$ cat config.mk
export PLATFORM = sky130hd
export DESIGN_NAME = bitmap_scrub
export DESIGN_NICKNAME = d
export VERILOG_FILES = /design/src/rtl/bscrub_pkg.sv /design/src/rtl/bscrub_ctrl.sv /design/src/rtl/bscrub_addr_gen.sv /design/src/rtl/bscrub_vec_build.sv /design/src/rtl/bitmap_scrub.sv
export SDC_FILE = /design/constraint.sdc
export NUM_CORES = 1
export LEC_CHECK = 0
export CORE_MARGIN = 4
export CORE_UTILIZATION = 35
export CTS_CLUSTER_SIZE = 16
export DETAILED_ROUTE_END_ITERATION = 10
export PLACE_DENSITY = 0.68
export SLEW_MARGIN = 15
export SYNTH_ARGS = -nofsm -noshare
export SYNTH_HDL_FRONTEND = slang
export SYNTH_SLANG_ARGS = --single-unit
$ cat constraint.sdc
create_clock -name clk -period 1.35 [get_ports clk]
set_clock_uncertainty 0.15 [all_clocks]
set_input_delay 0.2025 -clock clk [delete_from_list [all_inputs] [get_ports clk]]
set_output_delay 0.2025 -clock clk [all_outputs]
set_load 0.01 [all_outputs]
$ cat src/rtl/bscrub_pkg.sv
package bscrub_pkg;

    localparam int MAX_CW = 16;

    typedef enum logic [1:0] {
        ST_IDLE  = 2'd0,
        ST_SCAN  = 2'd1,
        ST_WRITE = 2'd2
    } scrub_st_e;

    // A rule position contributes only where its don't-care bit is clear.
    function automatic logic rule_hit(
        input logic [MAX_CW-1:0] key,
        input logic [MAX_CW-1:0] value,
        input logic [MAX_CW-1:0] dc_mask
    );
        return ((key ^ value) & ~dc_mask) == '0;
    endfunction

endpackage

$ cat src/rtl/bscrub_ctrl.sv
module bscrub_ctrl
    import bscrub_pkg::*;
#(
    parameter int N_PART  = 4,
    parameter int CHUNK_W = 4
) (
    input  logic                      clk,
    input  logic                      rst,
    input  logic                      err_valid_i,
    input  logic [$clog2(N_PART)-1:0] err_part_i,
    input  logic [CHUNK_W-1:0]        err_chunk_i,
    input  logic                      rd_last_i,
    output logic                      start_o,
    output logic                      busy_o,
    output logic                      wr_fire_o,
    output logic [$clog2(N_PART)-1:0] part_o,
    output logic [CHUNK_W-1:0]        chunk_o
);

    localparam int IDW = $clog2(N_PART);

    scrub_st_e          st_q, st_d;
    logic               recent_q;
    logic [IDW-1:0]     part_q;
    logic [CHUNK_W-1:0] chunk_q;
    logic               repeat_hit;

    assign repeat_hit = recent_q && (err_part_i == part_q) && (err_chunk_i == chunk_q);
    assign start_o    = (st_q == ST_IDLE) && err_valid_i && !repeat_hit;
    assign busy_o     = (st_q != ST_IDLE);
    assign wr_fire_o  = (st_q == ST_WRITE);
    assign part_o     = part_q;
    assign chunk_o    = chunk_q;

    always_comb begin
        st_d = st_q;
        case (st_q)
            ST_IDLE:  if (start_o)   st_d = ST_SCAN;
            ST_SCAN:  if (rd_last_i) st_d = ST_WRITE;
            ST_WRITE: st_d = ST_IDLE;
            default:  st_d = ST_IDLE;
        endcase
    end

    always_ff @(posedge clk) begin
        if (rst) begin
            st_q     <= ST_IDLE;
            recent_q <= 1'b0;
            part_q   <= '0;
            chunk_q  <= '0;
        end else begin
            st_q     <= st_d;
            recent_q <= (st_q == ST_WRITE);
            if (start_o) begin
                part_q  <= err_part_i;
                chunk_q <= err_chunk_i;
            end
        end
    end

    // a repeat of the word just written leaves the engine idle
    assert_ignore_repeat_R9: assert property (@(posedge clk) disable iff (rst)
        (st_q == ST_IDLE && recent_q && err_valid_i && repeat_hit) |=> (st_q == ST_IDLE));

    // reports during a repair do not change the captured word
    assert_drop_busy_R8: assert property (@(posedge clk) disable iff (rst)
        (busy_o && err_valid_i) |=> ($stable(part_q) && $stable(chunk_q)));

endmodule

$ cat src/rtl/bscrub_addr_gen.sv
module bscrub_addr_gen #(
    parameter int N_PART = 4,
    parameter int RULES  = 8
) (
    input  logic                                     clk,
    input  logic                                     rst,
    input  logic                                     start_i,
    input  logic [$clog2(N_PART)-1:0]                part_i,
    output logic [$clog2(N_PART)+$clog2(RULES)-1:0]  tbl_addr_o,
    output logic                                     rd_vld_o,
    output logic                                     rd_last_o
);

    localparam int               DW   = $clog2(RULES);
    localparam logic [DW-1:0]    LAST = DW'(RULES - 1);

    logic          issuing_q;
    logic [DW-1:0] idx_q;
    logic          rd_vld_q;
    logic          rd_last_q;

    assign tbl_addr_o = {part_i, idx_q};
    assign rd_vld_o   = rd_vld_q;
    assign rd_last_o  = rd_last_q;

    always_ff @(posedge clk) begin
        if (rst) begin
            issuing_q <= 1'b0;
            idx_q     <= '0;
            rd_vld_q  <= 1'b0;
            rd_last_q <= 1'b0;
        end else begin
            rd_vld_q  <= issuing_q;
            rd_last_q <= issuing_q && (idx_q == LAST);
            if (start_i) begin
                issuing_q <= 1'b1;
                idx_q     <= '0;
            end else if (issuing_q) begin
                idx_q <= idx_q + 1'b1;
                if (idx_q == LAST) issuing_q <= 1'b0;
            end
        end
    end

    // the last table word is followed by no further reads
    assert_last_read_R2: assert property (@(posedge clk) disable iff (rst)
        rd_last_q |-> (rd_vld_q && !issuing_q));

    // rule indices advance one per cycle while issuing
    assert_index_step_R2: assert property (@(posedge clk) disable iff (rst)
        (issuing_q && !start_i && idx_q != LAST) |=> (rd_vld_q && idx_q == $past(idx_q) + 1'b1));

endmodule

$ cat src/rtl/bscrub_vec_build.sv
module bscrub_vec_build
    import bscrub_pkg::*;
#(
    parameter int CHUNK_W = 4,
    parameter int RULES   = 8
) (
    input  logic               clk,
    input  logic               rst,
    input  logic               clear_i,
    input  logic               take_i,
    input  logic [CHUNK_W-1:0] key_i,
    input  logic [CHUNK_W-1:0] value_i,
    input  logic [CHUNK_W-1:0] mask_i,
    output logic [RULES-1:0]   vec_o,
    output logic               par_o
);

    logic [RULES-1:0] vec_q;
    logic             par_q;
    logic             hit;

    assign hit   = rule_hit(MAX_CW'(key_i), MAX_CW'(value_i), MAX_CW'(mask_i));
    assign vec_o = vec_q;
    assign par_o = par_q;

    // Rule 0 arrives first and ends up in bit 0 after RULES shifts.
    always_ff @(posedge clk) begin
        if (rst) begin
            vec_q <= '0;
            par_q <= 1'b0;
        end else if (clear_i) begin
            vec_q <= '0;
            par_q <= 1'b0;
        end else if (take_i) begin
            vec_q <= {hit, vec_q[RULES-1:1]};
            par_q <= par_q ^ hit;
        end
    end

    // a rule whose cared bits agree with the key is recorded as a match
    assert_hit_shift_R3: assert property (@(posedge clk) disable iff (rst)
        (take_i && !clear_i && (((key_i ^ value_i) & ~mask_i) == '0)) |=> vec_q[RULES-1]);

endmodule

$ cat src/rtl/bitmap_scrub.sv
module bitmap_scrub #(
    parameter int N_PART  = 4,
    parameter int CHUNK_W = 4,
    parameter int RULES   = 8
) (
    input  logic                                    clk,
    input  logic                                    rst,
    input  logic                                    err_valid,
    input  logic [$clog2(N_PART)-1:0]               err_part,
    input  logic [CHUNK_W-1:0]                      err_chunk,
    output logic [$clog2(N_PART)+$clog2(RULES)-1:0] tbl_addr,
    input  logic [CHUNK_W-1:0]                      tbl_value,
    input  logic [CHUNK_W-1:0]                      tbl_mask,
    output logic [N_PART-1:0]                       wr_en,
    output logic [CHUNK_W-1:0]                      wr_addr,
    output logic [RULES:0]                          wr_data,
    output logic                                    busy
);

    localparam int IDW = $clog2(N_PART);
    localparam int DW  = $clog2(RULES);
    localparam int AW  = IDW + DW;

    logic               start;
    logic               wr_fire;
    logic               rd_vld;
    logic               rd_last;
    logic [IDW-1:0]     part_q;
    logic [CHUNK_W-1:0] chunk_q;
    logic [RULES-1:0]   vec;
    logic               par;

    bscrub_ctrl #(.N_PART(N_PART), .CHUNK_W(CHUNK_W)) u_ctrl (
        .clk         (clk),
        .rst         (rst),
        .err_valid_i (err_valid),
        .err_part_i  (err_part),
        .err_chunk_i (err_chunk),
        .rd_last_i   (rd_last),
        .start_o     (start),
        .busy_o      (busy),
        .wr_fire_o   (wr_fire),
        .part_o      (part_q),
        .chunk_o     (chunk_q)
    );

    bscrub_addr_gen #(.N_PART(N_PART), .RULES(RULES)) u_addr (
        .clk        (clk),
        .rst        (rst),
        .start_i    (start),
        .part_i     (part_q),
        .tbl_addr_o (tbl_addr),
        .rd_vld_o   (rd_vld),
        .rd_last_o  (rd_last)
    );

    bscrub_vec_build #(.CHUNK_W(CHUNK_W), .RULES(RULES)) u_vec (
        .clk     (clk),
        .rst     (rst),
        .clear_i (start),
        .take_i  (rd_vld),
        .key_i   (chunk_q),
        .value_i (tbl_value),
        .mask_i  (tbl_mask),
        .vec_o   (vec),
        .par_o   (par)
    );

    for (genvar g = 0; g < N_PART; g++) begin : g_wen
        assign wr_en[g] = wr_fire && (part_q == IDW'(g));
    end

    assign wr_addr = chunk_q;
    assign wr_data = {par, vec};

    // at most one partition RAM is written at a time
    assert_wr_onehot_R6: assert property (@(posedge clk) disable iff (rst)
        $onehot0(wr_en));

    // writes only happen inside a busy window, which closes after them
    assert_wr_in_busy_R7: assert property (@(posedge clk) disable iff (rst)
        (|wr_en) |-> busy);
    assert_busy_after_wr_R7: assert property (@(posedge clk) disable iff (rst)
        (|wr_en) |=> !busy);

    // the accumulated parity agrees with the assembled bitmap
    assert_parity_R5: assert property (@(posedge clk) disable iff (rst)
        (|wr_en) |-> (wr_data[RULES] == ^wr_data[RULES-1:0]));

    // the partition field of the table address holds during a repair
    assert_part_hold_R2: assert property (@(posedge clk) disable iff (rst)
        busy |=> (!busy || $stable(tbl_addr[AW-1:DW])));

endmodule

==> results of run 1 <==
flip-flops by register name (all words and copies together), names as in the netlist:
register	count
u_ctrl.chunk_o	4
u_addr.idx_q	3
u_ctrl.recent_q	1
u_addr.issuing_q	1
u_ctrl.part_o	2
u_addr.rd_vld_o	1
u_vec.par_o	1
u_addr.rd_last_o	1
u_vec.vec_o	8
u_ctrl.st_q	2
worst max-delay path: cells and delay by family (launching register included):
| family | cells | cell delay (ns) |
|---|---|---|
| AOI/OAI and AO/OA | 2 | 0.43 |
| DFF | 1 | 0.39 |
| xor gates and xnor gates | 1 | 0.15 |
| and+or+nand+nor | 1 | 0.31 |
kinds of logic after synthesis:
logic type,after synthesis
AO/OA/AOI/OAI,15
XOR/XNOR,11
adder cells (fa/ha/maj),2
buffers and inverters,11
flip-flops,24
multiplexers,9
AND/OR/NAND/NOR,31
path summary, 6_finish.rpt:
kind / from / endpoint / slack, ns / depth (start not counted)
min: err_chunk[0] / u_ctrl.chunk_o[0] / 0.20 / 2
min reg2reg: u_addr.rd_last_o / u_ctrl.st_q[1] / 0.33 / 1
max reg2reg: u_ctrl.chunk_o[0] / u_ctrl.chunk_o[0] / -0.17 / 4
max: u_ctrl.chunk_o[0] / u_ctrl.chunk_o[0] / -0.17 / 4
power by group through the flow:
| stage | Combinational, mW | Clock [mW] | Sequential [mW] |
|---|---|---|---|
| after floorplan | 0.148 | 0 | 0.787 |
| after global placement | 0.295 | 0 | 0.782 |
| after detailed placement | 0.302 | 0 | 0.784 |
| after CTS | 0.313 | 0.328 | 0.770 |
| after global routing | 0.369 | 0.364 | 0.778 |
| final | 0.345 | 0.308 | 0.773 |
final cells by class:
| type | count | area (um^2) |
|---|---|---|
| sequential | 24 | 515 |
| timing repair buffer | 58 | 494 |
| tap | 31 | 38.8 |
| fill | 238 | 1060 |
| clock buffer | 4 | 26.3 |
| inverter | 8 | 32.5 |
| multi-input combinational | 69 | 663 |
layout by cell type (no fill, tap or decap), types with 3 or more instances in the layout:
cell type        instances
a2bb2o_2                 6
buf_2                    6
buf_4                   14
buf_6                    5
clkbuf_4                 3
clkdlybuf4s15_1          4
clkdlybuf4s50_1         13
dfxtp_1                  8
dfxtp_2                 10
dfxtp_4                  6
dlygate4sd2_1           14
inv_1                    7
mux2i_1                  9
nor2_1                  12
nor3_2                   4
xnor2_1                  4
xnor2_2                  4
metal layers:
layer	share of wire, %	global-route usage, %	up-vias
met5	0	0	-
met4	0.44	4.13	0
met3	4.8	3.02	2
met2	50	22.1	29
met1	44	15.6	469
li1	-	-	478
through the flow:
| stage | instances | hold WS, ns | setup slack, ns | TNS (ns) | utilization [%] |
|---|---|---|---|---|---|
| finish | 194 | 0.200 | -0.169 | -3.07 | 62.6 |
| global route | 194 | 0.190 | -0.228 | -4.41 | 62.6 |
| CTS | 189 | 0.188 | -0.180 | -3.39 | 59.4 |
| detailed placement | 183 | 0.322 | -0.516 | -10.66 | 57.3 |
| global placement | 183 | 0.314 | -0.487 | -9.91 | 57.3 |
| floorplan | 103 | 0.125 | -0.0690 | -0.515 | - |
timing repair:
action / CTS / global route
buffers inserted: 2 / 3
endpoints found under the setup margin: 43 / 42
pin swaps: 3 / 5
cloned: 0 / 2
resized for setup: 64 / 23
==> flow_summary_export.csv, run 1 <==
group,metric,value,unit
timing,period_minus_slack,1.52,ns
power_and_ir_drop,seq_power_share,54.2,%
logic_synthesis,synth.distinct_cells,29,
global_route,grt_usage,12.8,%
setup_path,cp_data_required_time,1.41,ns
logic_synthesis,synth_top_family_by_area,"simple AND/OR/NAND/NOR gates",
cts,cts_made_buffers,3,
floorplanning,top_level_ports,40,
logic_synthesis,synth_seq_cells,24,
power_and_ir_drop,ir_drop,0.000457,V
cts,cts.sinks,24,
logic_synthesis,yosys_warnings,0,
cts,cts_tree,"yes",
cts,h-tree-depth,1,
global_route,grt_max_degree,14,
layout,num_antenna_cells,0,
setup_path,cpPeakStageDelay,0.39,ns
timing,tightest_slew,0.362,ns
logic_synthesis,synth.most_common_cell,"dfxtp_1",
setup_path,cp.arrival,1.58,ns
timing,slew_violations,0,
setup_path,path_max_fanout,8,
cts,clkTransAtPathRegs,0.12,ns
logic_synthesis,synthArstFlopShare,0,%
power_and_ir_drop,total_power,1.43,mW
drt,wire_per_inst,13.9,um
logic_synthesis,synth_area_per_cell,10.3,um^2
drt,vias,978,
cts,cts_buffer_depth,2,
drt,drt-pass1-iter-count,4,
power_and_ir_drop,power_density,806,nW/um^2
logic_synthesis,syn_nets,122,
status,outcome,"finished with violations",
logic_synthesis,synth_compound_area_share,13.0,%
global_route,antenna_found_initial,0,
logic_synthesis,synthSimpleGateAreaFrac,17.2,%
layout,fin_area,1770,um^2
power_and_ir_drop,clkPwrFrac,21.6,%
floorplanning,die_w,63.1,um
layout,layout-drive-gt1-share,46.6,%
status,violations,"setup timing",
logic_synthesis,yosys-top-cells-area,"dfxtp_1 45%, mux2i_1 8.5%, xnor2_1 6.6%",
place,finalWeightedCongestion,0.823,
logic_synthesis,synthAdderAreaFrac,2.36,%
floorplanning,die-area,3980,um^2
global_route,overflow,0,
drt,first_iter_violations,23,
logic_synthesis,yosysTopAreaCell,"dfxtp_1",
timing,hold_viol,0,
logic_synthesis,netlist_instances,103,
floorplanning,core_area,2830,um^2
timing,setup_viol,25,
setup_path,end_kind,"register",
timing,rsz0062_at_grt,"yes",
power_and_ir_drop,intPower,1.05,mW
global_route,grt_pass1_vias,943,
min_path,hold_class,"in2reg",
cts,cts_hold_buf,0,
place,portBuffers,39,
power_and_ir_drop,leakage,0.772,nW
power_and_ir_drop,p_switching,0.374,mW
logic_synthesis,synthXorXnorAreaFrac,9.07,%
logic_synthesis,synthFlopType,"dfxtp_1",
cts,cts_root_buf,"clkbuf_4",
drt,drc_errors,0,
logic_synthesis,seq_area_frac_synth,45.2,%
power_and_ir_drop,p_sw_share,26.2,%
global_route,grt_pass1_wl,4220,um
logic_synthesis,syn-cell-area,1060,um^2
logic_synthesis,synth_common_cells,"24 x dfxtp_1, 13 x nor2_1, 9 x mux2i_1",
drt,avgViaCountPerCell,5.04,
power_and_ir_drop,combinationalPowerShare,24.2,%
logic_synthesis,synth_top_area_share,45.2,%
setup_path,slowest_stage,"dfxtp_4",
timing,max_freq,0.658,GHz
place,dp.final_hpwl,1880,um
floorplanning,start_util,37.5,%
cts,clock_latency,0.30,ns
timing,relSlewSlack,75.8,%
drt,ant_nets,0,
setup_path,crit_path_start_kind,"register",
floorplanning,die_y,63.1,um
place,place_area,1620,um^2
setup_path,path_class,"reg2reg",
drt,routed_wl,2700,um
timing,setup_slack,-0.169,ns
logic_synthesis,synth_mux_area_share,8.48,%
floorplanning,rows,19,
logic_synthesis,synth_edf_count,0,
layout,final_nets,183,
setup_path,path_cells,"xor2_2 -> nor3_4 -> a211oi_4 -> a2bb2o_2",
timing,min_period_over_period,113,%
layout,syn2layout_area_growth,66.7,%
flow_run,maxCapViolations,0,
Note: power is estimated with default switching activity, not from simulation.
==> run 2: changes to the inputs <==
--- a/config.mk
+++ b/config.mk
@@ -9,6 +9,7 @@
 export CORE_UTILIZATION = 35
 export CTS_CLUSTER_SIZE = 16
 export DETAILED_ROUTE_END_ITERATION = 10
+export GPL_ROUTABILITY_DRIVEN = 0
 export PLACE_DENSITY = 0.68
 export SLEW_MARGIN = 15
 export SYNTH_ARGS = -nofsm -noshare
==> constraint.sdc (replaced) <==
create_clock -name clk -period 1.35 [get_ports clk]
set_clock_uncertainty 0.15 [all_clocks]
set_input_delay 0.135 -clock clk [delete_from_list [all_inputs] [get_ports clk]]
set_output_delay 0.135 -clock clk [all_outputs]
set_load 0.01 [all_outputs]
==> flow_summary_export.csv, run 2 (same netlist as run 1, synthesis figures left out) <==
group,metric,value,unit
status,outcome,"finished with violations",
status,violations,"setup timing",
drt,first_iter_violations,18,
timing,max_freq,0.639,GHz
floorplanning,top_level_ports,40,
floorplanning,die-area,3980,um^2
flow_run,maxCapViolations,0,
floorplanning,rows,19,
global_route,antenna_found_initial,0,
timing,period_minus_slack,1.57,ns
drt,ant_nets,0,
timing,tightest_slew,0.390,ns
layout,final_nets,186,
timing,hold_viol,0,
global_route,grt_pass1_vias,1002,
min_path,hold_class,"in2reg",
drt,routed_wl,3050,um
layout,fin_util,69.5,%
setup_path,cp_data_required_time,1.43,ns
setup_path,cpPeakStageDelay,0.41,ns
power_and_ir_drop,leakage,0.858,nW
setup_path,cp.arrival,1.65,ns
floorplanning,core_area,2830,um^2
drt,drt-pass1-iter-count,2,
cts,cts_tree,"yes",
layout,syn2layout_area_growth,85.2,%
layout,layout_common_cells,"19 x dlygate4sd2_1, 14 x dfxtp_1, 13 x clkdlybuf4s50_1, 13 x buf_4, 10 x buf_6",
cts,cts_hold_buf,0,
timing,relSlewSlack,74.0,%
timing,setup_slack,-0.216,ns
place,place_area,1630,um^2
cts,clock_latency,0.32,ns
setup_path,path_cells,"xor2_4 -> nor3_4 -> buf_6 -> a21oi_2 -> a2bb2o_4",
place,dp.final_hpwl,2010,um
layout,layout_commonest_cell,"dlygate4sd2_1",
floorplanning,die_y,63.1,um
layout,layout-drive-gt1-share,48.8,%
power_and_ir_drop,ir_drop,0.000611,V
drt,vias,973,
timing,rsz0062_at_grt,"yes",
global_route,grt_usage,15.3,%
power_and_ir_drop,total_power,1.66,mW
layout,num_antenna_cells,0,
cts,cts.sinks,24,
cts,cts_root_buf,"clkbuf_4",
setup_path,slowest_stage,"dfxtp_4",
setup_path,critPathTopFamily,"compound AO/OA/AOI/OAI gates",
cts,clkTransAtPathRegs,0.14,ns
global_route,grt_max_degree,15,
timing,fin_hold_ws,0.0789,ns
power_and_ir_drop,power_density,843,nW/um^2
timing,setup_viol,24,
setup_path,path_class,"reg2reg",
cts,cts_made_buffers,3,
floorplanning,die_w,63.1,um
floorplanning,start_util,37.5,%
cts,h-tree-depth,1,
setup_path,critPathBufInv,1,
drt,avgViaCountPerCell,4.94,
global_route,grt_pass1_wl,4870,um
drt,wire_per_inst,15.5,um
global_route,overflow,0,
layout,fin_area,1970,um^2
timing,fin_tns_setup,-3.74,ns
timing,min_period_over_period,116,%
setup_path,end_kind,"register",
drt,drc_errors,0,
place,portBuffers,39,
layout,largest_reg_flops,8,
setup_path,crit_path_start_kind,"register",
cts,cts_buffer_depth,2,
setup_path,path_max_fanout,4,
timing,slew_violations,0,
[run 2: cell types whose count changed in the layout (fill, tap and decap cells not counted), sizes merged]
cell,change
buf,+3
clkdlybuf4s15,-4
dlygate4sd2,+5
dlymetal6s2s,+1
clkbuf,-2
[run 2: report_power, final]
part | switching (mW) | internal (mW) | total [mW] | leakage, nW
combinational | 0.174 | 0.246 | 0.420 | 0.630
clock | 0.238 | 0.226 | 0.464 | 0.0261
sequential | 0.0405 | 0.732 | 0.773 | 0.202
[run 2: repair_timing]
item                       CTS  global route
gates cloned                 2             0
setup endpoints to repair   43            27
setup buffers                6             2
pin swaps                   16            10
gates resized for setup     73            31
[run 2: area by class of cell]
cell class,instances,area (um^2)
clock buffer,4,47.5
tap,31,38.8
multi-input combinational,69,791
timing repair buffer,61,544
inverter,8,32.5
fill,213,862
sequential,24,513
[run 2: worst register-to-register path, cell delays in order, from the launching register on]
cell,delay [ns]
dfxtp_4,0.41
xor2_4,0.18
nor3_4,0.08
buf_6,0.13
a21oi_2,0.28
a2bb2o_4,0.25
[run 2: path summary, 6_finish.rpt]
kind                     start                end  slack [ns]  depth (start not counted)
max          u_ctrl.chunk_o[1]  u_ctrl.chunk_o[1]       -0.22                          5
min               err_chunk[0]  u_ctrl.chunk_o[0]        0.08                          2
max reg2reg  u_ctrl.chunk_o[1]  u_ctrl.chunk_o[1]       -0.22                          5
min reg2reg   u_addr.rd_last_o     u_ctrl.st_q[1]        0.33                          1
[run 2: layer usage]
| metal | share of wire [%] | global-route usage, % | routed length, um |
|---|---|---|---|
| met5 | 0 | 0 | 0 |
| met4 | 1.0 | 4.13 | 31 |
| met3 | 4.7 | 3.37 | 142 |
| met2 | 51 | 27.3 | 1550 |
| met1 | 44 | 18.4 | 1330 |
[run 2: per-stage QoR]
| stage | instances | setup WS, ns |
|---|---|---|
| after detailed placement | 184 | -0.483 |
| after global routing | 197 | -0.249 |
| after CTS | 196 | -0.212 |
| final | 197 | -0.216 |
| after global placement | 184 | -0.433 |
| after floorplan | 103 | -0.0690 |
==> run 3: changes to the inputs <==
==> constraint.sdc (replaced) <==
create_clock -name clk -period 1.35 [get_ports clk]
set_clock_uncertainty 0.15 [all_clocks]
set_input_delay 0.405 -clock clk [delete_from_list [all_inputs] [get_ports clk]]
set_output_delay 0.405 -clock clk [all_outputs]
set_load 0.01 [all_outputs]
==> flow_summary_export.csv, run 3 (same netlist as run 1, synthesis figures left out) <==
group,metric,value,unit
status,outcome,"finished with violations",
status,violations,"setup timing",
drt,vias,1000,
drt,ant_nets,0,
drt,wl_met3,134,um
place,preCtsSetupSlack,-0.705,ns
power_and_ir_drop,intPower,1.17,mW
drt,avgViaCountPerCell,4.83,
layout,layout_commonest_cell,"buf_6",
floorplanning,die_y,63.1,um
setup_path,path_cells,"nand2b_4 -> nor3_1 -> buf_2",
setup_path,path_max_fanout,5,
layout,layout-drive-gt1-share,67.6,%
floorplanning,die-area,3980,um^2
timing,max_freq,0.589,GHz
setup_path,end_kind,"output pin",
cts,h-tree-depth,1,
cts,cts_root_buf,"clkbuf_4",
timing,setup_viol,31,
timing,period_minus_slack,1.70,ns
setup_path,critPathBufInv,1,
setup_path,r2r_slack,-0.33,ns
global_route,grt_max_degree,14,
power_and_ir_drop,clkPwrFrac,23.4,%
floorplanning,core_area,2830,um^2
min_path,hold_class,"reg2reg",
layout,instances_no_fill,207,
power_and_ir_drop,ir_drop,0.000523,V
drt,drc_errors,0,
setup_path,slowest_stage,"dfxtp_2",
layout,fillers,207,
cts,clock_latency,0.31,ns
global_route,grt_pass1_wl,4790,um
drt,met1_length,1280,um
setup_path,cp.arrival,1.14,ns
drt,wire_per_inst,14.5,um
global_route,overflow,0,
cts,cts_tree,"yes",
global_route,antenna_found_initial,0,
setup_path,cpPeakStageDelay,0.35,ns
timing,slew_violations,0,
cts,cts_made_buffers,3,
layout,syn2layout_area_growth,95.5,%
place,portBuffers,39,
setup_path,crit_path_start_kind,"register",
cts,cts.sinks,24,
timing,hold_viol,0,
floorplanning,start_util,37.5,%
timing,rsz0062_at_grt,"yes",
place,dp_cells,192,
timing,tightest_slew,0.348,ns
timing,setup_slack,-0.348,ns
layout,final_nets,196,
floorplanning,rows,19,
drt,routed_wl,3000,um
timing,relSlewSlack,76.6,%
place,dp.final_hpwl,1900,um
setup_path,cp_data_required_time,0.80,ns
setup_path,critPathTopFamily,"flip-flops",
cts,cts_hold_buf,0,
layout,largest_reg_flops,8,
drt,drt-pass1-iter-count,4,
floorplanning,die_w,63.1,um
power_and_ir_drop,seq_power_share,48.3,%
floorplanning,top_level_ports,40,
timing,min_period_over_period,126,%
power_and_ir_drop,p_sw_share,26.7,%
drt,wl_met2,1560,um
drt,first_iter_violations,28,
cts,cts_buffer_depth,2,
drt,maxUsedRoutingLayer,"met4",
power_and_ir_drop,leakage,0.883,nW
layout,num_antenna_cells,0,
power_and_ir_drop,combinationalPowerShare,28.3,%
power_and_ir_drop,power_density,769,nW/um^2
layout,layout_common_cells,"27 x buf_6, 21 x buf_4, 15 x dfxtp_2",
flow_run,maxCapViolations,0,
cts,clkTransAtPathRegs,0.13,ns
global_route,grt_usage,14.8,%
power_and_ir_drop,p_switching,0.426,mW
setup_path,path_class,"reg2out",
global_route,grt_pass1_vias,1059,
## run 3: repair_timing
action / in CTS / in global routing
endpoints found under the setup margin: 43 / 43
resized for setup: 140 / 46
pin swaps: 14 / 13
setup buffers: 9 / 3
cloned: 0 / 1
## run 3: power groups by stage
stage                     clock [mW]  sequential [mW]  combinational (mW)
after floorplan                    0            0.789               0.151
after global placement             0            0.783               0.312
after detailed placement           0            0.784               0.316
after CTS                      0.387            0.768               0.391
after global routing           0.425            0.776               0.481
final                          0.374            0.771               0.452
## run 3: final timing paths
kind | from | end | depth (start not counted)
worst min register to register | u_addr.rd_last_o | u_ctrl.st_q[1] | 1
worst max register to register | u_ctrl.part_o[0] | u_addr.idx_q[0] | 8
worst min-delay path | u_addr.rd_last_o | u_ctrl.st_q[1] | 1
worst max-delay path | u_ctrl.st_q[0] | wr_en[0] | 3
## run 3: final cells by class
type / instances / area [um^2] / area share, %
clock buffer: 4 / 36.3 / 1.75
multi-input combinational: 68 / 748 / 36.0
sequential: 24 / 518 / 24.9
timing repair buffer: 72 / 706 / 34.0
tap: 31 / 38.8 / 1.87
inverter: 8 / 30.0 / 1.45
## run 3: per-layer routing
layer  up-vias  global-route usage (%)
li1        492                       -
met1       475                    17.8
met2        29                    26.0
met3         4                    3.91
met4         0                    4.13
met5         -                       0
## run 3: per-stage QoR
| step | TNS, ns | hold slack, ns | power (mW) | util [%] | area [um^2] |
|---|---|---|---|---|---|
| finish | -7.85 | 0.327 | 1.60 | 73.4 | 2080 |
| global route | -9.72 | 0.336 | 1.68 | 73.4 | 2080 |
| CTS | -9.28 | 0.328 | 1.55 | 67.7 | 1920 |
| detailed placement | -17.53 | 0.318 | 1.10 | 60.2 | 1700 |
| global placement | -17.10 | 0.318 | 1.10 | 60.2 | 1700 |
| floorplan | -1.52 | 0.294 | 0.940 | - | 1130 |
